===== config.mk =====
export PLATFORM = sky130hd
export DESIGN_NAME = noise_gate
export DESIGN_NICKNAME = d
export VERILOG_FILES = /design/src/rtl/ng_pkg.sv /design/src/rtl/ng_level_det.sv /design/src/rtl/ng_hold_ctrl.sv /design/src/rtl/ng_gain_ramp.sv /design/src/rtl/ng_gain_apply.sv /design/src/rtl/noise_gate.sv
export SDC_FILE = /design/constraint.sdc
export NUM_CORES = 1
export LEC_CHECK = 0
export CAP_MARGIN = 0
export CELL_PAD_IN_SITES_DETAIL_PLACEMENT = 1
export CELL_PAD_IN_SITES_GLOBAL_PLACEMENT = 1
export CORE_MARGIN = 3
export CORE_UTILIZATION = 50
export DETAILED_ROUTE_END_ITERATION = 10
export PLACE_DENSITY = 0.83
export SLEW_MARGIN = 20
export SYNTH_ARGS = -nofsm -noshare
export SYNTH_HDL_FRONTEND = slang
export SYNTH_SLANG_ARGS = --single-unit

===== constraint.sdc =====
create_clock -name clk -period 12 [get_ports clk]
set_input_delay 2.4 -clock clk [delete_from_list [all_inputs] [get_ports clk]]
set_output_delay 2.4 -clock clk [all_outputs]
set_load 0.02 [all_outputs]

===== src/rtl/ng_pkg.sv =====
package ng_pkg;

  // dB below full scale for a threshold selection; 0 marks an unassigned code
  function automatic int ng_thr_db(int code, int boost);
    int db;
    if (boost != 0) begin
      case (code)
        0: db = 34;
        1: db = 37;
        2: db = 40;
        3: db = 43;
        4: db = 46;
        5: db = 52;
        6: db = 58;
        default: db = 64;
      endcase
    end else begin
      case (code)
        0: db = 64;
        1: db = 67;
        2: db = 70;
        3: db = 73;
        4: db = 76;
        5: db = 82;
        default: db = 0;
      endcase
    end
    return db;
  endfunction

  // linear magnitude of a level db below full scale of a bits-wide signed sample
  function automatic int ng_db_to_mag(int bits, int db);
    real fs;
    real m;
    fs = 2.0 ** (bits - 1);
    m  = fs * (10.0 ** (-real'(db) / 20.0));
    return $rtoi(m + 0.5);
  endfunction

  // fractional part of the gain law: one of six sub-6dB steps in Q(gf)
  function automatic int ng_gain_frac(int gf, int r);
    real m;
    m = (2.0 ** gf) * (10.0 ** (-real'(r) / 20.0));
    return $rtoi(m + 0.5);
  endfunction

  // hold length in samples for a delay code
  function automatic int ng_hold_samples(int code, int fs_hz, int unit_ms);
    return ((code + 1) * unit_ms * fs_hz) / 1000;
  endfunction

endpackage


===== src/rtl/ng_level_det.sv =====
module ng_level_det #(
  parameter int DW = 16,
  parameter int DS = 4
) (
  input  logic                 clk,
  input  logic                 rst_n,
  input  logic                 in_valid,
  input  logic signed [DW-1:0] in_data,
  input  logic        [DW-1:0] thr_mag,
  output logic        [DW-1:0] env_q,
  output logic                 loud
);

  logic [DW-1:0] mag;
  logic [DW-1:0] decayed;
  logic [DW-1:0] env_next;

  always_comb begin
    mag      = in_data[DW-1] ? DW'(-in_data) : DW'(in_data);
    decayed  = env_q - (env_q >> DS);
    env_next = (mag > decayed) ? mag : decayed;
    loud     = env_next > thr_mag;
  end

  always_ff @(posedge clk or negedge rst_n) begin
    if (!rst_n)        env_q <= '0;
    else if (in_valid) env_q <= env_next;
  end

endmodule


===== src/rtl/ng_hold_ctrl.sv =====
module ng_hold_ctrl #(
  parameter int CW = 14
) (
  input  logic          clk,
  input  logic          rst_n,
  input  logic          in_valid,
  input  logic          loud,
  input  logic          gate_off,
  input  logic [CW-1:0] hold_len,
  output logic          closed,
  output logic [CW-1:0] hold_cnt
);

  logic [CW:0] cnt_inc;
  logic        reach;

  always_comb begin
    cnt_inc = {1'b0, hold_cnt} + (CW+1)'(1);
    reach   = cnt_inc >= {1'b0, hold_len};
  end

  always_ff @(posedge clk or negedge rst_n) begin
    if (!rst_n) begin
      hold_cnt <= '0;
      closed   <= 1'b0;
    end else if (gate_off) begin
      hold_cnt <= '0;
      closed   <= 1'b0;
    end else if (in_valid) begin
      if (loud) begin
        hold_cnt <= '0;
        closed   <= 1'b0;
      end else begin
        closed <= reach;
        if (hold_cnt < hold_len) hold_cnt <= cnt_inc[CW-1:0];
      end
    end
  end

endmodule


===== src/rtl/ng_gain_ramp.sv =====
module ng_gain_ramp #(
  parameter int AW       = 7,
  parameter int FLOOR_DB = 96,
  parameter int STEP_DB  = 1
) (
  input  logic          clk,
  input  logic          rst_n,
  input  logic          tick,
  input  logic          closed,
  input  logic          gate_off,
  output logic [AW-1:0] att
);

  localparam logic [AW:0] FLOOR_W = (AW+1)'(FLOOR_DB);
  localparam logic [AW:0] STEP_W  = (AW+1)'(STEP_DB);

  logic [AW:0] up_sum;
  logic [AW:0] att_w;
  logic [AW:0] next_up;
  logic [AW:0] next_dn;

  always_comb begin
    att_w   = {1'b0, att};
    up_sum  = att_w + STEP_W;
    next_up = (up_sum > FLOOR_W) ? FLOOR_W : up_sum;
    next_dn = (att_w < STEP_W) ? '0 : (att_w - STEP_W);
  end

  always_ff @(posedge clk or negedge rst_n) begin
    if (!rst_n)        att <= '0;
    else if (gate_off) att <= '0;
    else if (tick)     att <= closed ? next_up[AW-1:0] : next_dn[AW-1:0];
  end

endmodule


===== src/rtl/ng_gain_apply.sv =====
module ng_gain_apply #(
  parameter int DW = 16,
  parameter int GF = 20,
  parameter int AW = 7
) (
  input  logic                 clk,
  input  logic                 rst_n,
  input  logic                 in_valid,
  input  logic signed [DW-1:0] in_data,
  input  logic        [AW-1:0] att,
  input  logic                 bypass,
  output logic                 out_valid,
  output logic signed [DW-1:0] out_data
);

  localparam int          PW  = DW + GF + 2;
  localparam logic [AW-1:0] SIX = AW'(6);

  logic [GF:0] frac_tab [6];

  for (genvar gr = 0; gr < 6; gr++) begin : g_frac
    localparam int FR = ng_pkg::ng_gain_frac(GF, gr);
    assign frac_tab[gr] = (GF+1)'(FR);
  end

  logic [2:0]           att_mod;
  logic [AW-1:0]        att_div;
  logic [GF:0]          gain;
  logic signed [PW-1:0] prod;
  logic signed [DW-1:0] scaled;

  always_comb begin
    att_mod = 3'(att % SIX);
    att_div = att / SIX;
    gain    = frac_tab[att_mod] >> att_div;
    prod    = PW'(in_data) * PW'($signed({1'b0, gain}));
    scaled  = DW'(prod >>> GF);
  end

  always_ff @(posedge clk or negedge rst_n) begin
    if (!rst_n) begin
      out_valid <= 1'b0;
      out_data  <= '0;
    end else begin
      out_valid <= in_valid;
      if (in_valid) out_data <= bypass ? in_data : scaled;
    end
  end

endmodule


===== src/rtl/noise_gate.sv =====
module noise_gate #(
  parameter int DW       = 16,
  parameter int DS       = 4,
  parameter int FS_HZ    = 48000,
  parameter int UNIT_MS  = 50,
  parameter int FLOOR_DB = 96,
  parameter int STEP_DB  = 1,
  parameter int GF       = 20
) (
  input  logic                 clk,
  input  logic                 rst_n,
  input  logic                 smp_valid,
  input  logic signed [DW-1:0] smp_data,
  input  logic [2:0]           thr_code,
  input  logic                 thr_boost,
  input  logic [1:0]           hold_code,
  input  logic                 ramp_tick,
  output logic                 gated_valid,
  output logic signed [DW-1:0] gated_data
);

  localparam int MAX_HOLD = ng_pkg::ng_hold_samples(3, FS_HZ, UNIT_MS);
  localparam int CW       = $clog2(MAX_HOLD + 1);
  localparam int AW       = $clog2(FLOOR_DB + 1);

  // threshold magnitudes, indexed by {boost, code}
  logic [DW-1:0] thr_tab [16];
  for (genvar gi = 0; gi < 16; gi++) begin : g_thr
    localparam int DB  = ng_pkg::ng_thr_db(gi % 8, gi / 8);
    localparam int MAG = (DB == 0) ? 0 : ng_pkg::ng_db_to_mag(DW, DB);
    assign thr_tab[gi] = DW'(MAG);
  end

  // hold lengths in samples, indexed by delay code
  logic [CW-1:0] hold_tab [4];
  for (genvar gh = 0; gh < 4; gh++) begin : g_hold
    localparam int HS = ng_pkg::ng_hold_samples(gh, FS_HZ, UNIT_MS);
    assign hold_tab[gh] = CW'(HS);
  end

  // named internal events, visible to the bound checker
  logic [DW-1:0] thr_sel;
  logic [CW-1:0] hold_len;
  logic          gate_off;
  logic          loud_w;
  logic          closed_q;
  logic [CW-1:0] hold_cnt_q;
  logic [AW-1:0] att_q;
  logic [DW-1:0] env_q;

  always_comb begin
    thr_sel  = thr_tab[{thr_boost, thr_code}];
    hold_len = hold_tab[hold_code];
    gate_off = !thr_boost && thr_code[2] && thr_code[1];
  end

  ng_level_det #(.DW(DW), .DS(DS)) u_lvl (
    .clk      (clk),
    .rst_n    (rst_n),
    .in_valid (smp_valid),
    .in_data  (smp_data),
    .thr_mag  (thr_sel),
    .env_q    (env_q),
    .loud     (loud_w)
  );

  ng_hold_ctrl #(.CW(CW)) u_hold (
    .clk      (clk),
    .rst_n    (rst_n),
    .in_valid (smp_valid),
    .loud     (loud_w),
    .gate_off (gate_off),
    .hold_len (hold_len),
    .closed   (closed_q),
    .hold_cnt (hold_cnt_q)
  );

  ng_gain_ramp #(.AW(AW), .FLOOR_DB(FLOOR_DB), .STEP_DB(STEP_DB)) u_ramp (
    .clk      (clk),
    .rst_n    (rst_n),
    .tick     (ramp_tick),
    .closed   (closed_q),
    .gate_off (gate_off),
    .att      (att_q)
  );

  ng_gain_apply #(.DW(DW), .GF(GF), .AW(AW)) u_apply (
    .clk       (clk),
    .rst_n     (rst_n),
    .in_valid  (smp_valid),
    .in_data   (smp_data),
    .att       (att_q),
    .bypass    (gate_off),
    .out_valid (gated_valid),
    .out_data  (gated_data)
  );

endmodule


### Word-level counts from Yosys, hierarchy flattened

Memories as Yosys holds them, arrays and structs flattened.
Index checks and enable logic that the tools add are counted.

| word-level totals | value |
|---|---|
| bits in registers | 55 |
| ROM bits | 424 |
| bits of input ports | 26 |
| output and inout bits | 17 |
| logic and storage cells | 58 |
| memories kept | 2 |

| operators by class | value |
|---|---|
| add/sub/neg operators | 5 |
| multipliers | 1 |
| div/mod/pow operators | 2 |
| order comparisons | 9 |
| shift-type cells | 1 |
| mux-type cells | 22 |
| bitwise gates (word level) | 3 |
| reduce and logical (&&, ||, !) cells | 7 |

Memory list:

| memory | words | width | read ports | clocked after Yosys merged registers in | wr ports | RTL line | source |
|---|---|---|---|---|---|---|---|
| (name not given) | 16 | 16 | 1 | 0 | 0 | noise_gate.sv:52 | `thr_sel = thr_tab[{thr_boost, thr_code}];` |
| (name not given) | 8 | 21 | 1 | 0 | 0 | ng_gain_apply.sv:35 | `gain = frac_tab[att_mod] >> att_div;` |

Operator list:

| operator | number |
|---|---|
| $mux 14 | 6 |
| $mux 16 | 5 |
| $mux 21 | 2 |
| $mul 16x22->36 | 1 |
| $mux 7 | 5 |
| $gt 16x16->1 | 2 |
| $bmux 14 s2 | 1 |
| $shr 21x7->21 | 1 |
| $neg 16->16 | 1 |
| $sub 16x12->16 | 1 |
| $add 14x1->15 const B | 1 |
| $ge 15x14->1 | 1 |
| $lt 14x14->1 | 1 |
| $add 7x1->8 const B | 1 |
| $gt 8x7->1 const B | 1 |
| $div 7x3->7 const B | 1 |
| $lt 7x1->1 const B | 1 |
| $mod 7x3->7 const B | 1 |
| $sub 7x1->7 const B | 1 |
| $ge 5x5->1 const B | 1 |
| $not 4->5 | 1 |
| $ge 4x4->1 const B | 1 |
| $not 3->4 | 1 |
| $reduce_bool 2->1 | 2 |
| 7 further kinds | 10 |

### Longest topological paths before layout

Gate-level depths: netlist (run 1).

| depth | value |
|---|---|
| depth after elaboration | 9 |
| depth in mapped cells | 48 |
| gate-level depth less buffers | 44 |

### Hierarchy

Synthesis (run 1) repeated with hierarchy kept, for this count alone.

| second synthesis, totals | value |
|---|---|
| cells, all modules | 2,338 |
| area total of the unflattened synthesis | 19,023.2 sq um |

Modules (own cells, without submodules):

| module | instances | cells each | area each (sq um) | sequential area each (sq um) |
|---|---|---|---|---|
| ng_gain_apply | 1 | 1,615 | 13,389.1 | 425.4 |
| ng_level_det | 1 | 371 | 2,801.4 | 400.4 |
| ng_hold_ctrl | 1 | 224 | 1,835.5 | 375.4 |
| ng_gain_ramp | 1 | 81 | 670.6 | 175.2 |
| noise_gate | 1 | 47 | 326.6 | 0.0 |

### Least setup slack after synthesis (run 1)

No wires, ideal clock.

| timing | value |
|---|---|
| kind | register to register |
| from | register u_ramp.att[4] |
| to | register u_apply.out_data[11] |
| setup time | 0.132 ns |
| arrival | 10.195 ns |
| path slack | 1.673 ns |
| cell stages (with the launch flop) | 41 |
| clock period less this slack | 10.327 ns |
| path through | dfrtp_1 clkbuf_2 buf_2 xor2_1 a211o_1 mux2_2 ha_1 a311o_1 o2bb2ai_2 buf_4 nor2_1 xnor2_1 ha_1 or4_1 o2111a_1 a2111oi_0 a21oi_1 a211oi_1 [5 not listed] inv_1 fa_1 inv_1 fa_1 fa_1 inv_1 fa_1 inv_1 ha_1 nand4_1 a221o_1 o21bai_1 inv_1 nand3_1 o31a_1 o31a_1 nand4_1 or3b_1 |

| on the way | value |
|---|---|
| word-level cells in the longest chain between the ends | 8 |
| elaborated cells between the ends (all ways) | 9 |
| those cells by class | mul: 1; div: 2; shift: 1; mux: 3; bitwise: 1; memory: 1 |

RTL lines:

| what | RTL line | source |
|---|---|---|
| from (decl) | ng_gain_ramp.sv:11 | `output logic [AW-1:0] att` |
| from (signal assigned) | ng_gain_ramp.sv:32 | `else if (tick) att <= closed ? next_up[AW-1:0] : next_dn[AW-1:0];` |
| $mod 7x3->7 | ng_gain_apply.sv:33 | `att_mod = 3'(att % SIX);` |
| $not 3->4 (not written as such) | ng_gain_apply.sv:35 |  |
| $mem_v2 8x21 | -- |  |
| $mux 21 (not written as such) (2 in series) | ng_gain_apply.sv:35 |  |
| $shr 21x7->21 * | ng_gain_apply.sv:35 |  |
| $mul 16x22->36 * | ng_gain_apply.sv:36 | `prod = PW'(in_data) * PW'($signed({1'b0, gain}));` |
| $mux 16 * | ng_gain_apply.sv:46 | `if (in_valid) out_data <= bypass ? in_data : scaled;` |
| to (signal assigned) | ng_gain_apply.sv:46 |  |
| to (decl) | ng_gain_apply.sv:13 | `output logic signed [DW-1:0] out_data` |

Mark *: on every way between the ends. The rest lies on a longest branch, timed or not. The select of a mux whose other input is x is not followed.
A chain may end at the register's enable or synchronous reset.

### Worst setup path after layout (run 1)

| timing | value |
|---|---|
| from | register u_ramp.att[2] |
| to | register u_apply.out_data[7] |

The elaborated chain is that of the path after synthesis.

==> flow_summary_export.csv, run 1 <==
group,metric,value,unit
synthesis,muxShareOfSynthArea,1.393,%
global_route,antenna_found_initial,1,
drt,wirelength,56180,um
outcome,status,"finished, final reports clean",
synthesis,syn_area,17780,sq um
synthesis,yosys.area_share.adder,43.17,%
sta,min_period_over_period,94.53,%
drt,vias,15463,
sta,min_period,11.34,ns
global_route,grt_pass1_vias,17317,
clocking,clock_latency,0.30,ns
finish,final_cell_mix,"384 x inv_1, 264 x fa_1, 248 x nand2_1",
clocking,clockBufferDepth,2,
finish,drive_gt1_share,4.853,%
finish,regArea,1379,sq um
synthesis,synth_nets,2645,
global_route,grtUsageTotal,30.11,%
place,place_hpwl,43840,um
finish,area_growth,5.770,%
synthesis,ys_top_cells_by_area,"fa_1 30%, ha_1 13%, inv_1 8.1%, dfrtp_1 7.7%, nand2_1 5.2%",
synthesis,synth_edf_count,0,
clocking,cts.clk_slew.worst_paths,0.09,ns
clocking,postCtsSetupBuffers,0,
sta,fmax,88.15,MHz
worst_hold_path,worstHoldPathType,"reg -> reg",
drt,first_pass_iters,7,
clocking,cts_hold_buf,0,
synthesis,synth_cell_type_count,86,
sta,hold_viol,0,
flow_run,maxCapViolations,0,
synthesis,synth_seq_area_share,7.741,%
worst_hold_path,hold_start,"u_apply.out_data[8]$_DFFE_PN0P_",
worst_setup_path,startpoint,"u_ramp.att[2]$_DFFE_PN0P_",
synthesis,synth-xor-area-share,2.808,%
finish,final_common_cell,"inv_1",
clocking,cts_tree,"yes",
worst_setup_path,crit_top_cell,"fa_1",
synthesis,synth-simple-area-share,18.68,%
clocking,htree_levels,2,
synthesis,synthCells,2164,
sta,grt_setup_unrepaired,"no",
sta,tns,0,ns
worst_setup_path,cp_max_fo,26,
finish,nets,2623,
floorplanning,design.core.area,34800,sq um
synthesis,yosys.area.top_type,"fa_1",
sta,skew,0.01686,ns
floorplanning,ios,43,
place,portBuffers,42,
floorplanning,placementRows,68,
clocking,cts_sinks,55,
drt,ant_nets,0,
drt,viasPerCell,5.950,
synthesis,synth_top_area_share,29.73,%
floorplanning,die_h,194.6,um
synthesis,syn-mean-instance-area,8.216,sq um
finish,fillerInstances,4269,
synthesis,ys.flop_type,"dfrtp_1",
synthesis,synth_top_family_by_area,"adder cells",
worst_setup_path,cpPeakStageDelay,0.58,ns
worst_setup_path,crit_slowest_cell,"dfrtp_2",
floorplanning,start_util,51.09,%
sta,tightest_slew,1.139,ns
drt,wl_per_cell,21.62,um
worst_setup_path,worst_ep_required_time,12.24,ns
clocking,root_buffer,"clkbuf_16",
floorplanning,die_x,194.6,um
worst_setup_path,start_kind,"flip-flop",
worst_setup_path,cp-end-kind,"flip-flop",
drt,drc,0,
synthesis,synth-compound-area-share,15.29,%
global_route,grt_max_degree,69,
sta,setup-violations-final,0,
finish,multi_input_area,14480,sq um
clocking,cts_resized,0,
drt,first_iter_violations,849,
place,gp_congestion,0.9139,
worst_setup_path,crit_type,"reg -> reg",
synthesis,async_flop_share,100.0,%
floorplanning,die_area,37860,sq um
synthesis,synth_seq_cells,55,
global_route,grt_pass1_wl,92530,um
clocking,cts_buffers,5,
sta,slew_violations,0,
global_route,grt_overflow,0,
worst_setup_path,r2r-start,"u_ramp.att[2]$_DFFE_PN0P_",
worst_setup_path,worst_ep_arrival_time,11.59,ns
synthesis,yosysWarnings,0,
sta,slew_headroom,23.84,%
## worst paths after layout
path | to | slack, ns | cells past startpoint
worst max-delay path | u_apply.out_data[7]$_DFFE_PN0P_ | 0.66 | 39
worst max register to register | u_apply.out_data[7]$_DFFE_PN0P_ | 0.66 | 39
max in group asynchronous | u_ramp.att[2]$_DFFE_PN0P_ | 9.04 | 2
worst min register to register | u_apply.out_data[8]$_DFFE_PN0P_ | 0.53 | 2
min in group asynchronous | u_hold.hold_cnt[6]$_DFFE_PN0P_ | 2.00 | 1
worst min-delay path | u_apply.out_data[8]$_DFFE_PN0P_ | 0.53 | 2
## cells in the mapped netlist, types with 24 or more instances
cell type / instances
nor2b_1: 39
nor3_1: 24
xnor2_1: 35
inv_1: 384
nand2_1: 248
a21oi_1: 63
a21o_1: 39
clkbuf_1: 97
fa_1: 264
dfrtp_1: 55
ha_1: 191
o21ai_0: 103
and2_1: 116
nor2_1: 97
nand3_1: 35
## through the flow
step | hold WS (ns) | utilization [%] | cells | cell area, sq um | worst slack, ns
final | 0.5254 | 54.04 | 2599 | 18810 | 0.6559
after global routing | 0.5658 | 54.03 | 2598 | 18800 | 0.1062
after detailed placement | 0.5006 | 53.56 | 2590 | 18640 | 0.6034
after CTS | 0.5278 | 54.01 | 2598 | 18800 | 0.5531
after global placement | 0.4972 | 53.56 | 2590 | 18640 | 1.111
after floorplan | 0.4875 | - | 2164 | 17780 | 1.673
## area by class of cell
| cell class | instances | share of cell area, % |
|---|---|---|
| multi-input cells | 1603 | 76.99 |
| inverters | 387 | 7.725 |
| flip-flops and latches | 55 | 7.332 |
| repair buffers | 90 | 4.072 |
| well taps | 455 | 3.027 |
| clock buffers | 6 | 0.7385 |
| clock inverters | 2 | 0.09980 |
| diodes | 1 | 0.01331 |
## layer usage
layer / share of wire [%] / track usage (%) / vias to the layer above / wire (um)
li1: - / - / 6981 / -
met1: 42 / 39.13 / 7939 / 23770
met2: 49 / 52.46 / 435 / 27580
met3: 5.3 / 4.021 / 108 / 2974
met4: 3.3 / 9.149 / 0 / 1853
met5: 0 / 0 / - / 0
## state kept, by name, summed over array words and instances (netlist names)
register	cells
u_apply.out_data	16
u_lvl.env_q	16
u_hold.hold_cnt	14
u_ramp.att	7
u_apply.out_valid	1
u_hold.closed	1
## logic make-up after synthesis
family,Yosys count
xor gates and xnor gates,57
adders and majority gates,455
muxes,23
AOI/OAI and AO/OA,396
buffers and inverters,506
and+or+nand+nor,672
DFF,55
## critical path: cells and delay by family, from the launching register on
| family | cells | cell delay (ns) |
|---|---|---|
| xor+xnor | 2 | 0.40 |
| simple gates | 11 | 2.34 |
| buf+inv | 4 | 0.24 |
| fa+ha+maj | 9 | 3.95 |
| flops | 1 | 0.58 |
| compound gates | 10 | 2.96 |
| mux | 3 | 0.79 |
Power of run 1 is not shown: default switching activity piles up to over one toggle a cycle in this logic, so the estimate is an artifact.
==> inputs of run 2 (changes only) <==
--- a/config.mk
+++ b/config.mk
@@ -5,6 +5,7 @@
 export SDC_FILE = /design/constraint.sdc
 export NUM_CORES = 1
 export LEC_CHECK = 0
+export ABC_CLOCK_PERIOD_IN_PS = 12000
 export CAP_MARGIN = 0
 export CELL_PAD_IN_SITES_DETAIL_PLACEMENT = 1
 export CELL_PAD_IN_SITES_GLOBAL_PLACEMENT = 1
==> results of run 2 <==
No change in the layout: final DEF, timing and power equal those of run 1.
Power of run 2 is left out for the same reason.
